`config.mk`:
```
export PLATFORM = sky130hd
export DESIGN_NAME = byte_alu_flags
export DESIGN_NICKNAME = d
export VERILOG_FILES = /design/src/rtl/byte_alu_pkg.sv /design/src/rtl/byte_addsub_core.sv /design/src/rtl/byte_flag_gen.sv /design/src/rtl/byte_result_reg.sv /design/src/rtl/byte_alu_flags.sv
export SDC_FILE = /design/constraint.sdc
export NUM_CORES = 1
export LEC_CHECK = 0
export BUFFER_PORTS_ARGS = -buffer_cell sky130_fd_sc_hd__buf_2
export CAP_MARGIN = 5
export CORE_UTILIZATION = 40
export CTS_CLUSTER_SIZE = 24
export DETAILED_ROUTE_END_ITERATION = 12
export GPL_TIMING_DRIVEN = 0
export PLACE_DENSITY = 0.64
export SLEW_MARGIN = 25
export SYNTH_ARGS = -nofsm -noshare
export SYNTH_HDL_FRONTEND = slang
export SYNTH_HIERARCHICAL = 1
export SYNTH_SLANG_ARGS = --single-unit
```
`constraint.sdc`:
```
create_clock -name clk -period 5.2 [get_ports clk]
set_input_delay 0.52 -clock clk [delete_from_list [all_inputs] [get_ports clk]]
set_output_delay 0.52 -clock clk [all_outputs]
set_load 0.01 [all_outputs]
```
`src/rtl/byte_alu_pkg.sv`:
```
package byte_alu_pkg;

  typedef enum logic {
    OP_ADD = 1'b0,
    OP_SUB = 1'b1
  } alu_op_e;

  typedef struct packed {
    logic n;
    logic z;
    logic c;
    logic v;
  } alu_flags_t;

endpackage

```
`src/rtl/byte_addsub_core.sv`:
```
module byte_addsub_core
  import byte_alu_pkg::*;
#(
  parameter int DATA_W = 8
) (
  input  alu_op_e           op,
  input  logic [DATA_W-1:0] a,
  input  logic [DATA_W-1:0] b,
  input  logic              cin,
  output logic [DATA_W-1:0] sum,
  output logic              cout,
  output logic              ovf
);
  localparam int MSB = DATA_W - 1;

  logic [DATA_W-1:0] b_eff;
  logic [DATA_W:0]   wide;

  // Subtract is A + ~M + Cin: carry-in acts as an inverted borrow.
  always_comb begin
    b_eff = (op == OP_SUB) ? ~b : b;
    wide  = {1'b0, a} + {1'b0, b_eff} + {{DATA_W{1'b0}}, cin};
    sum   = wide[DATA_W-1:0];
    cout  = wide[DATA_W];
    // Signed overflow: like-signed inputs yield a result of the other sign.
    ovf   = (a[MSB] == b_eff[MSB]) && (sum[MSB] != a[MSB]);
  end
endmodule

```
`src/rtl/byte_flag_gen.sv`:
```
module byte_flag_gen
  import byte_alu_pkg::*;
#(
  parameter int DATA_W = 8
) (
  input  logic [DATA_W-1:0] sum,
  input  logic              cout,
  input  logic              ovf,
  output alu_flags_t        flags
);
  always_comb begin
    flags.n = sum[DATA_W-1];
    flags.z = ~|sum;
    flags.c = cout;
    flags.v = ovf;
  end
endmodule

```
`src/rtl/byte_result_reg.sv`:
```
module byte_result_reg
  import byte_alu_pkg::*;
#(
  parameter int DATA_W = 8
) (
  input  logic              clk,
  input  logic              rst,
  input  logic              load,
  input  logic [DATA_W-1:0] d_sum,
  input  alu_flags_t        d_flags,
  input  logic              d_reject,
  output logic              q_valid,
  output logic [DATA_W-1:0] q_sum,
  output alu_flags_t        q_flags,
  output logic              q_reject
);
  always_ff @(posedge clk) begin
    if (rst) begin
      q_valid  <= 1'b0;
      q_sum    <= '0;
      q_flags  <= '0;
      q_reject <= 1'b0;
    end else begin
      q_valid <= load;
      if (load) begin
        q_sum    <= d_sum;
        q_flags  <= d_flags;
        q_reject <= d_reject;
      end
    end
  end
endmodule

```
`src/rtl/byte_alu_flags.sv`:
```
module byte_alu_flags
  import byte_alu_pkg::*;
#(
  parameter int DATA_W = 8
) (
  input  logic              clk,
  input  logic              rst,
  input  logic              in_valid,
  input  logic              op_sub,
  input  logic [DATA_W-1:0] opnd_a,
  input  logic [DATA_W-1:0] opnd_b,
  input  logic              carry_in,
  input  logic              bcd_mode,
  output logic              res_valid,
  output logic [DATA_W-1:0] res_data,
  output logic              flag_n,
  output logic              flag_z,
  output logic              flag_c,
  output logic              flag_v,
  output logic              dec_reject
);
  alu_op_e           op;
  logic [DATA_W-1:0] core_sum;
  logic              core_cout;
  logic              core_ovf;
  alu_flags_t        comb_flags;
  alu_flags_t        reg_flags;

  assign op = alu_op_e'(op_sub);

  byte_addsub_core #(.DATA_W(DATA_W)) u_core (
    .op   (op),
    .a    (opnd_a),
    .b    (opnd_b),
    .cin  (carry_in),
    .sum  (core_sum),
    .cout (core_cout),
    .ovf  (core_ovf)
  );

  byte_flag_gen #(.DATA_W(DATA_W)) u_flags (
    .sum   (core_sum),
    .cout  (core_cout),
    .ovf   (core_ovf),
    .flags (comb_flags)
  );

  byte_result_reg #(.DATA_W(DATA_W)) u_out (
    .clk      (clk),
    .rst      (rst),
    .load     (in_valid),
    .d_sum    (core_sum),
    .d_flags  (comb_flags),
    .d_reject (bcd_mode),
    .q_valid  (res_valid),
    .q_sum    (res_data),
    .q_flags  (reg_flags),
    .q_reject (dec_reject)
  );

  assign flag_n = reg_flags.n;
  assign flag_z = reg_flags.z;
  assign flag_c = reg_flags.c;
  assign flag_v = reg_flags.v;
endmodule

```
==> out/qor.csv <==
stage;metric;value;unit
run_status;outcome;finished, final reports clean;
layout;areaGrowthSynthToFinish;23.28;%
worst_setup_path;worst-endpoint-arrival;3.16;ns
global_routing;gr-usage-all-layers;0.1660;
sta;setup_violations;0;
routing;ant_nets;0;
synth;syn-cell-area;1016;sq um
routing;drtIter0Drc;13;
routing;detail_route.wl_per_cell;11.43;um
worst_setup_path;timing.critical_path.fanout_max;8;
worst_setup_path;timing.rr.start;u_out/q_sum[7];
global_routing;gr-total-overflow;0;
clocking;cts_resized;0;
die;floorplan.rows;17;
die;die_h;52.40;um
power;pwr_density;272.4;nW/um^2
global_routing;wire_length_of_the_first_global_routing_pass;3332;um
worst_setup_path;cp_cell_sequence;buf_2 -> xnor2_1 -> fa_1 -> fa_1 -> nor2b_1 -> o31a_1 -> o31ai_1 -> a21boi_1 -> or4_1 -> nor2_1 -> mux2i_1 -> nor2_1;
clocking;tritoncts.num_buffers;3;
layout;post_route_cells_drive_above_1_share;0.3401;
sta;final_period_minus_worst_setup_slack;2.933;ns
clocking;clock-root-buffer;clkbuf_4;
hold_path;worstHoldStart;rst;
worst_setup_path;critical_path.n_buffers_inverters;1;
sta;maxClockFrequency;341.0;MHz
clocking;numClockSinks;14;
die;placeableCoreArea;2297;sq um
clocking;clk_transition_reported_paths;0.08;ns
routing;routed-via-count;858;
flow_run;maxCapViolations;0;
worst_setup_path;critical_path_required;5.42;ns
clocking;clock_latency;0.28;ns
sta;finalHoldViolCount;0;
layout;post_route_core_utilization;0.5452;
clocking;cts-hold-fix-buffers;0;
power;p_leak;0.0006476;uW
placed_design;routabilityCongestion;0.7557;
sta;setup-tns-final;0;ns
layout;antennaDiodeCount;0;
routing;dr.pass1.iters;2;
clocking;post_cts_buffers;0;
global_routing;vias_in_the_first_global_route;776;
synth;syn_avg_cell_area;9.236;sq um
layout;fillers;235;
sta;clock_skew;0;ns
hold_path;min-delay-path-class;in2reg;
global_routing;grt_start_max_net_pins;11;
worst_setup_path;crit_path_max_incr_delay;0.51;ns
synth;synth.yosys.warnings;6;
power;power.share.combinational;0.410;
sta;timing.final.crit_share;0.5640;
clocking;max-clock-path-buffers;2;
die;fp.dieArea;2745;sq um
worst_setup_path;ff2ff_setup_slack;4.60;ns
worst_setup_path;worst-r2r-cell-count;2;
power;power.switching_fraction;0.3242;
power;share_clk_of_total_power;0.224;
worst_setup_path;critical-path-top-delay-family;simple AND/OR/NAND/NOR gates;
synth;sequential_element_share_of_the_synthesized_area;0.2759;
die;initial_cell_density_of_the_core;0.4423;
sta;hold-worst-slack;0.4556;ns
placed_design;io_buffer_count;33;
sta;rsz0062_at_grt;no;
die;boundary_pin_count;36;
global_routing;antenna_found_initial;0;
die;width_of_the_die;52.40;um
placed_design;dp_hpwl;1661;um
worst_setup_path;r2r_end;u_out/q_sum[7];
routing;drc;0;
synth;synth_nets;141;
power;seq_power_share;0.365;
layout;postLayoutCellArea;1252;sq um
layout;fin_nets;179;
sta;worstMarginPinSlew;0.3666;ns
hold_path;timing.hold.worst_path_depth;2;
synth;yosysUniqueCellTypes;32;
synth;number_of_synthesized_register_bits;14;
power;power_internal;230.5;uW
worst_setup_path;critical-path-slowest-cell;or4_1;
sta;finalMaxSlewViolations;0;
clocking;cts_tree;done;
routing;drt_wl_total;2001;um
synth;syn-instance-count;110;
routing;post_drt_via_cell_ratio;4.903;
power;peakVddDrop;0.1980;mV
worst_setup_path;worst_setup_path_end_kind;register;
sta;relative_max_transition_margin;0.7542;
layout;area_of_combinational_cells_with_multiple_inputs;638.1;sq um
layout;area.sequential;280.3;sq um
power;netSwitchingPower;110.6;uW
placed_design;placed_cell_area;1216;sq um
hold_path;min_to;u_out/q_valid;
worst_setup_path;worst-setup-path-type;in2reg;
worst_setup_path;critical_path.startpoint_type;primary input;
clocking;cts_max_level;1;
power;finalPower;341.2;uW
==> worst max path at each step <==
stage,slack (ns),cells after the start,startpoint,endpoint
after floorplan,2.28,12,op_sub,u_out/q_flags[2]
after global placement,2.08,12,op_sub,u_out/q_flags[2]
after detailed placement,1.97,12,op_sub,u_out/q_flags[2]
after CTS,2.26,12,op_sub,u_out/q_flags[2]
after global routing,2.12,12,op_sub,u_out/q_flags[2]
final,2.27,12,op_sub,u_out/q_flags[2]
==> metal layers <==
layer / part of all wire / up-vias / global-route usage / wire length, um
li1: - / 446 / - / -
met1: 0.45 / 390 / 0.2003 / 892
met2: 0.50 / 22 / 0.2827 / 1000
met3: 0.054 / 0 / 0.06087 / 109
met4: 0 / 0 / 0.02632 / 0
met5: 0 / - / 0 / 0
==> power groups by stage <==
stage	Sequential (uW)	Combinational [uW]	Clock, uW
3_5_place_dp	127	142	0
3_3_place_gp	127	137	0
4_1_cts	125	142	80.0
6_report	125	140	76.6
5_1_grt	127	158	87.9
2_1_floorplan	133	96.6	0
==> worst reg2reg max path, stage by stage, from the launching register on <==
cell     delay (ns)
dfxtp_1        0.32
mux2i_1        0.12
nor2_1         0.06
==> stage by stage <==
| step | cells | setup WS (ns) |
|---|---|---|
| after floorplan | 110 | 2.284 |
| after global placement | 171 | 2.079 |
| after detailed placement | 171 | 1.969 |
| after CTS | 175 | 2.256 |
| after global routing | 175 | 2.118 |
| final | 175 | 2.267 |
==> logic make-up after synthesis <==
logic type	Yosys count	share of synthesized area
compound gates	18	0.1392
simple gates	29	0.1342
fa+ha+maj	9	0.1256
xor+xnor	10	0.08621
mux	14	0.1428
buf+inv	16	0.09606
flops	14	0.2759
==> cell type report <==
class / instances / share of cell area
multi-input cells: 80 / 0.5095
flip-flops and latches: 14 / 0.2238
repair buffers: 33 / 0.1319
plain buffers: 7 / 0.05095
clock buffers: 4 / 0.02897
well taps: 28 / 0.02797
inverters: 9 / 0.02697
==> cells in the mapped netlist (all sizes together) <==
master,number,share of area
nor2,20,0.074
dfxtp,14,0.28
mux2i,13,0.13
inv,9,0.033
xor2,8,0.069
buf,7,0.063
ha,7,0.086
a21oi,4,0.027
o21a,3,0.022
o21ai,3,0.015
a21boi,2,0.015
and2b,2,0.016
fa,2,0.039
nor2b,2,0.012
o31ai,2,0.020
or4,2,0.015
xnor2,2,0.017
a2111oi,1,0.015
a211o,1,0.0086
mux2,1,0.015
nand3,1,0.0049
nand4,1,0.0062
o2111ai,1,0.0086
o31a,1,0.0086
or3,1,0.0062
==> flip-flops by register name, summed over array words and instances, names as in the netlist <==
register	flops
u_out/q_sum	8
u_out/q_reject	1
u_out/q_flags	4
u_out/q_valid	1
==> layout by cell type (no fill, tap or decap), drive strengths merged <==
master / instances
mux2: 1
a21oi: 4
clkbuf: 4
buf: 40
a2111oi: 1
o21ai: 3
dfxtp: 14
xor2: 8
inv: 9
a21boi: 2
nor2: 20
o21a: 3
or4: 2
fa: 2
a211o: 1
xnor2: 2
nor2b: 2
o31ai: 2
and2b: 2
nand4: 1
o2111ai: 1
ha: 7
mux2i: 13
o31a: 1
or3: 1
nand3: 1
Power figures use the tool's default switching activity.
